### config.mk
export PLATFORM = sky130hd
export DESIGN_NAME = csr_stateen_guard
export DESIGN_NICKNAME = d
export VERILOG_FILES = /design/src/rtl/stateen_pkg.sv /design/src/rtl/stateen_verdict.sv /design/src/rtl/stateen_regfile.sv /design/src/rtl/csr_stateen_guard.sv
export SDC_FILE = /design/constraint.sdc
export NUM_CORES = 1
export LEC_CHECK = 0
export ABC_AREA = 1
export BUFFER_PORTS_ARGS = -buffer_cell sky130_fd_sc_hd__buf_2
export CAP_MARGIN = 20
export CORE_UTILIZATION = 47
export DETAILED_ROUTE_END_ITERATION = 10
export PLACE_DENSITY = 0.69
export SKIP_CTS_REPAIR_TIMING = 1
export SYNTH_ARGS = -nofsm -noshare
export SYNTH_HDL_FRONTEND = slang
export SYNTH_HIERARCHICAL = 1
export SYNTH_SLANG_ARGS = --single-unit
export TNS_END_PERCENT = 30
### constraint.sdc
create_clock -name clk -period 8.4 [get_ports clk]
set_input_delay 1.26 -clock clk [delete_from_list [all_inputs] [get_ports clk]]
set_output_delay 1.26 -clock clk [all_outputs]
set_load 0.01 [all_outputs]
### src/rtl/stateen_pkg.sv
package stateen_pkg;
    localparam int REG_W        = 64;
    localparam int HALF_W       = REG_W / 2;
    localparam int BIT_IDX_W    = $clog2(REG_W);
    localparam int TGT_W        = 4;
    localparam int STATEN_POS   = REG_W - 1;
    localparam int ENVCFG_EN_POS = REG_W - 2;

    typedef logic [REG_W-1:0] word_t;

    localparam word_t SE_WMASK    = (word_t'(1) << STATEN_POS) | (word_t'(1) << ENVCFG_EN_POS);
    localparam word_t ENV_LO_MASK = word_t'(8'hF1);
    localparam word_t ENV_HI_MASK = (word_t'(1) << (REG_W - 1)) | (word_t'(1) << (REG_W - 2));

    typedef enum logic [1:0] {
        PRIV_U = 2'd0,
        PRIV_S = 2'd1,
        PRIV_R = 2'd2,
        PRIV_M = 2'd3
    } priv_e;

    typedef enum logic [1:0] {
        VERD_ALLOW   = 2'd0,
        VERD_ILLEGAL = 2'd1,
        VERD_VIRTUAL = 2'd2
    } verdict_e;

    typedef enum logic [TGT_W-1:0] {
        TGT_EXT     = 4'd0,
        TGT_MEN     = 4'd1,
        TGT_MEN_HI  = 4'd2,
        TGT_HEN     = 4'd3,
        TGT_HEN_HI  = 4'd4,
        TGT_SEN     = 4'd5,
        TGT_SENV    = 4'd6,
        TGT_HENV    = 4'd7,
        TGT_HENV_HI = 4'd8
    } tgt_e;

    typedef struct packed {
        word_t men;
        word_t hen;
        word_t sen;
        word_t senv;
        word_t henv;
    } regs_t;

    function automatic word_t merge_masked(word_t old_v, word_t new_v, word_t mask);
        return (old_v & ~mask) | (new_v & mask);
    endfunction
endpackage

### src/rtl/stateen_verdict.sv
module stateen_verdict
    import stateen_pkg::*;
(
    input  logic                 feat_en,
    input  logic                 has_s_ext,
    input  logic [1:0]           cur_priv,
    input  logic                 virt_mode,
    input  logic [1:0]           csr_lvl,
    input  logic [BIT_IDX_W-1:0] guard_idx,
    input  word_t                men,
    input  word_t                hen,
    input  word_t                sen,
    output logic [1:0]           verdict
);
    logic m_ok;
    logic h_ok;
    logic s_ok;
    logic s_applies;

    always_comb begin
        m_ok      = men[guard_idx];
        h_ok      = hen[guard_idx];
        s_ok      = sen[guard_idx];
        s_applies = (csr_lvl == PRIV_U) && (cur_priv == PRIV_U) && has_s_ext;

        if (!feat_en) begin
            verdict = VERD_ALLOW;
        end else if (cur_priv == PRIV_M) begin
            verdict = VERD_ALLOW;
        end else if (!m_ok) begin
            verdict = VERD_ILLEGAL;
        end else if (virt_mode && !h_ok) begin
            verdict = VERD_VIRTUAL;
        end else if (s_applies && !s_ok) begin
            verdict = virt_mode ? VERD_VIRTUAL : VERD_ILLEGAL;
        end else begin
            verdict = VERD_ALLOW;
        end
    end
endmodule

### src/rtl/stateen_regfile.sv
module stateen_regfile
    import stateen_pkg::*;
(
    input  logic             clk,
    input  logic             rst_n,
    input  logic             wr_en,
    input  logic [TGT_W-1:0] wr_tgt,
    input  word_t            wr_data,
    input  logic             xlen64,
    output regs_t            regs_q
);
    regs_t regs_d;
    word_t hi_val;
    word_t henv_mask;

    always_comb begin
        regs_d    = regs_q;
        hi_val    = {wr_data[HALF_W-1:0], {HALF_W{1'b0}}};
        henv_mask = xlen64 ? (ENV_LO_MASK | ENV_HI_MASK) : ENV_LO_MASK;
        if (wr_en) begin
            case (tgt_e'(wr_tgt))
                TGT_MEN:     regs_d.men  = merge_masked(regs_q.men,  wr_data, SE_WMASK);
                TGT_MEN_HI:  regs_d.men  = merge_masked(regs_q.men,  hi_val,  SE_WMASK);
                TGT_HEN:     regs_d.hen  = merge_masked(regs_q.hen,  wr_data, SE_WMASK);
                TGT_HEN_HI:  regs_d.hen  = merge_masked(regs_q.hen,  hi_val,  SE_WMASK);
                TGT_SEN:     regs_d.sen  = merge_masked(regs_q.sen,  wr_data, SE_WMASK);
                TGT_SENV:    regs_d.senv = merge_masked(regs_q.senv, wr_data, ENV_LO_MASK);
                TGT_HENV:    regs_d.henv = merge_masked(regs_q.henv, wr_data, henv_mask);
                TGT_HENV_HI: regs_d.henv = merge_masked(regs_q.henv, hi_val,  ENV_HI_MASK);
                default:     ;
            endcase
        end
    end

    always_ff @(posedge clk) begin
        if (!rst_n) begin
            regs_q <= '0;
        end else begin
            regs_q <= regs_d;
        end
    end
endmodule

### src/rtl/csr_stateen_guard.sv
module csr_stateen_guard
    import stateen_pkg::*;
(
    input  logic                 clk,
    input  logic                 rst_n,
    input  logic                 feat_en,
    input  logic                 has_s_ext,
    input  logic                 xlen64,
    input  logic [1:0]           cur_priv,
    input  logic                 virt_mode,
    input  logic                 req_valid,
    input  logic                 req_write,
    input  logic [TGT_W-1:0]     req_tgt,
    input  logic [1:0]           ext_lvl,
    input  logic [BIT_IDX_W-1:0] ext_bit,
    input  logic [REG_W-1:0]     wdata,
    output logic [1:0]           verdict,
    output logic [REG_W-1:0]     rdata
);
    regs_t                regs_q;
    logic                 is_ext;
    logic                 is_env;
    logic [1:0]           chk_lvl;
    logic [BIT_IDX_W-1:0] chk_idx;
    logic [1:0]           raw_verdict;
    logic                 granted;
    logic                 wr_en;
    word_t                rd_mux;

    always_comb begin
        is_ext  = (tgt_e'(req_tgt) == TGT_EXT);
        is_env  = (tgt_e'(req_tgt) == TGT_SENV) || (tgt_e'(req_tgt) == TGT_HENV)
               || (tgt_e'(req_tgt) == TGT_HENV_HI);
        chk_lvl = is_ext ? ext_lvl : PRIV_S;
        chk_idx = is_ext ? ext_bit : BIT_IDX_W'(ENVCFG_EN_POS);
    end

    stateen_verdict u_verdict (
        .feat_en   (feat_en),
        .has_s_ext (has_s_ext),
        .cur_priv  (cur_priv),
        .virt_mode (virt_mode),
        .csr_lvl   (chk_lvl),
        .guard_idx (chk_idx),
        .men       (regs_q.men),
        .hen       (regs_q.hen),
        .sen       (regs_q.sen),
        .verdict   (raw_verdict)
    );

    always_comb begin
        verdict = (req_valid && (is_ext || is_env)) ? raw_verdict : VERD_ALLOW;
        granted = req_valid && (verdict == VERD_ALLOW);
        wr_en   = granted && req_write && !is_ext;
        case (tgt_e'(req_tgt))
            TGT_MEN:     rd_mux = regs_q.men;
            TGT_MEN_HI:  rd_mux = {{HALF_W{1'b0}}, regs_q.men[REG_W-1:HALF_W]};
            TGT_HEN:     rd_mux = regs_q.hen;
            TGT_HEN_HI:  rd_mux = {{HALF_W{1'b0}}, regs_q.hen[REG_W-1:HALF_W]};
            TGT_SEN:     rd_mux = regs_q.sen;
            TGT_SENV:    rd_mux = regs_q.senv;
            TGT_HENV:    rd_mux = regs_q.henv;
            TGT_HENV_HI: rd_mux = {{HALF_W{1'b0}}, regs_q.henv[REG_W-1:HALF_W]};
            default:     rd_mux = '0;
        endcase
        rdata = granted ? rd_mux : '0;
    end

    stateen_regfile u_regs (
        .clk     (clk),
        .rst_n   (rst_n),
        .wr_en   (wr_en),
        .wr_tgt  (req_tgt),
        .wr_data (wdata),
        .xlen64  (xlen64),
        .regs_q  (regs_q)
    );
endmodule

==> reports/metrics.cfg <==
[synth]
netlist_instances = 1776
synth_top_flop_cell = dfxtp_1
synth_edf_count = 0
syn_area_um2 = 9080
synth.most_common_cell = nand3_1
ys_types = 31
synth_top_area_cell = nand3_1
ys_ff_latch = 18
ys_top_cells_by_count = nand3_1 (520), nand2_1 (510), buf_4 (306), nor2_1 (175), buf_2 (66)
synth_area_leaders = nand3_1 (29%), buf_4 (25%), nand2_1 (21%)
synth.avg_cell_area_um2 = 5.12
synth_warnings = 6
synth_top_area_share_pct = 28.6
async_flop_share_pct = 0
yosysSeqAreaShare_pct = 3.97

[timing]
tightest_slew_ps = 1020
report.final.setup_viol = 0
clock.fmax_mhz = 146
rsz0062_at_grt = false
finalCriticalPeriod_ps = 6860
fin_skew_ps = 1.25
tns_ps = 0
drv_slew = 0
fin_crit_sh_pct = 81.7
max-slew-margin-rel_pct = 31.7
hold_viol_final = 0

[power_and_ir_drop]
cellPowerDensity_nw_per_um2 = 54.4
p_leak_nw = 4.52
finalPower_mw = 0.442
irDropWorstVdd_v = 0.0000754

[cts]
cts_buffers = 3
cts_root_buffer = clkbuf_16
clock_path_buffers = 2
clock_latency_ps = 240
clk_pin_slew_ps = 50
cts-htree-levels = 1
clkSinkCount = 18
cts_tree = yes

[route]
num_vias = 9827
detail_route.first_pass.iterations = 6
ant_nets = 0
drtIter0Drc = 1075
wl_um = 24200
drc = 0
wire_per_inst_um = 12.3
viasPerCell = 4.99

[floorplan]
die_y_um = 141
dieWidth_um = 141
start_util_pct = 48.2
rows = 50
pin_count = 152
die-area_um2 = 19900
coreArea_um2 = 18800

[setup_path]
worstSetupPathType = input port to output pin
path_max_fanout = 41
required_ps = 7140
crit_path_start_kind = input port
endpoint_kind = output pin
slowest_delay_ps = 720
critPathArrivalTime_ps = 5600
crit_path_top_delay_cell = inv_1
path_cells = buf_2 > inv_2 > nand2_1 > nor2_1 > inv_1 > or2_2 > inv_1 > nand3_1 > nand2_1 > nand2_1 > nand3_1 > nand3_1 > nand4_1 > a21oi_1 > a21oi_1 > nand2_2 > a21oi_1 > buf_2

[global_route]
grt_start_max_net_pins = 97
grt_pass1_wl_um = 40000
track_usage_pct = 23.8
grt_pass1_vias = 8291
antenna_found_initial = 1
overflow = 0

[layout]
layout-drive-gt1-share_pct = 5.50
utilization_pct = 43.2
design_area_um2 = 8130
synthToLayoutAreaGrowth_pct = -10.5
fin_nets = 1797

[worst_hold_path]
hold_path.class = flip-flop to flip-flop

[placement]
port_buffers = 41
globalplace.congestion = 0.897
detailed_place_hpwl_um = 16000
placed_cell_area_um2 = 8040

[outcome]
status = finished clean

[flow_run]
maxCapViolations = 0

-- metrics by stage --
stage | hold slack [ps] | setup slack (ps) | cells
floorplan | 464 | 3590 | 2077
global placement | 486 | 1700 | 1966
detailed placement | 489 | 1630 | 1966
CTS | 504 | 1630 | 1970
global route | 532 | 1220 | 1971
finish | 500 | 1540 | 1971
-- cell usage in the layout (no fill, tap or decap), types with 2 or more instances in the layout --
| master | n |
|---|---|
| nand3_1 | 520 |
| nand2_1 | 509 |
| conb_1 | 302 |
| nor2_1 | 169 |
| a21oi_1 | 41 |
| buf_2 | 41 |
| inv_1 | 25 |
| dfxtp_1 | 18 |
| buf_4 | 14 |
| o21ai_1 | 13 |
| nor2_4 | 10 |
| o21ai_0 | 10 |
| inv_2 | 6 |
| or2_2 | 6 |
| nand2_2 | 5 |
| clkbuf_16 | 3 |
| o22ai_1 | 3 |
| nor2_2 | 2 |
| o211ai_1 | 2 |
-- layout make-up --
cell class              count  area, um2
clock buffers               4       88.8
repair buffers             55        310
flip-flops and latches     18        360
well taps                 260        325
fillers                  2195      10700
diodes                      1       2.50
inverters                  33        126
multi-input cells        1600       6920
-- layer usage --
| metal | vias to the layer above | track usage (%) | wire (um) |
|---|---|---|---|
| met5 | - | 0 | 0 |
| met4 | 0 | 7.38 | 461 |
| met3 | 35 | 2.72 | 2060 |
| met2 | 415 | 38.4 | 10900 |
| met1 | 4282 | 33.1 | 10800 |
| li1 | 5095 | - | - |
-- path summary, 6_finish.rpt --
path | from | endpoint | slack, ps | cells past startpoint
min reg2reg | u_regs/regs_q[69] | u_regs/regs_q[69] | 500 | 2
min | u_regs/regs_q[69] | u_regs/regs_q[69] | 500 | 2
max reg2reg | u_regs/regs_q[191] | flip-flop | 4830 | 20
max | req_tgt[2] | rdata[30] | 1540 | 18
-- cells by family (layout without fill, tap and decap cells) --
group	Yosys count	after routing	synth area share, %
compound gates	70	70	3.99
flops	18	18	3.97
simple gates	1228	1228	59.0
buf+inv	459	92	33.0
other cells	1	303	0.0413
-- where the power goes --
part | internal, mW | leakage (nW) | switching, mW
sequential | 0.0867 | 0.145 | 0.00106
combinational | 0.0623 | 4.33 | 0.189
clock | 0.0723 | 0.0442 | 0.0305
total | 0.221 | 4.52 | 0.221
-- worst max-delay path: cells and delay by family --
family          cells  cell delay [ps]
simple gates       10             2090
buf+inv             5             1440
compound gates      3              790
No activity file was read; power rests on OpenSTA's default activity.
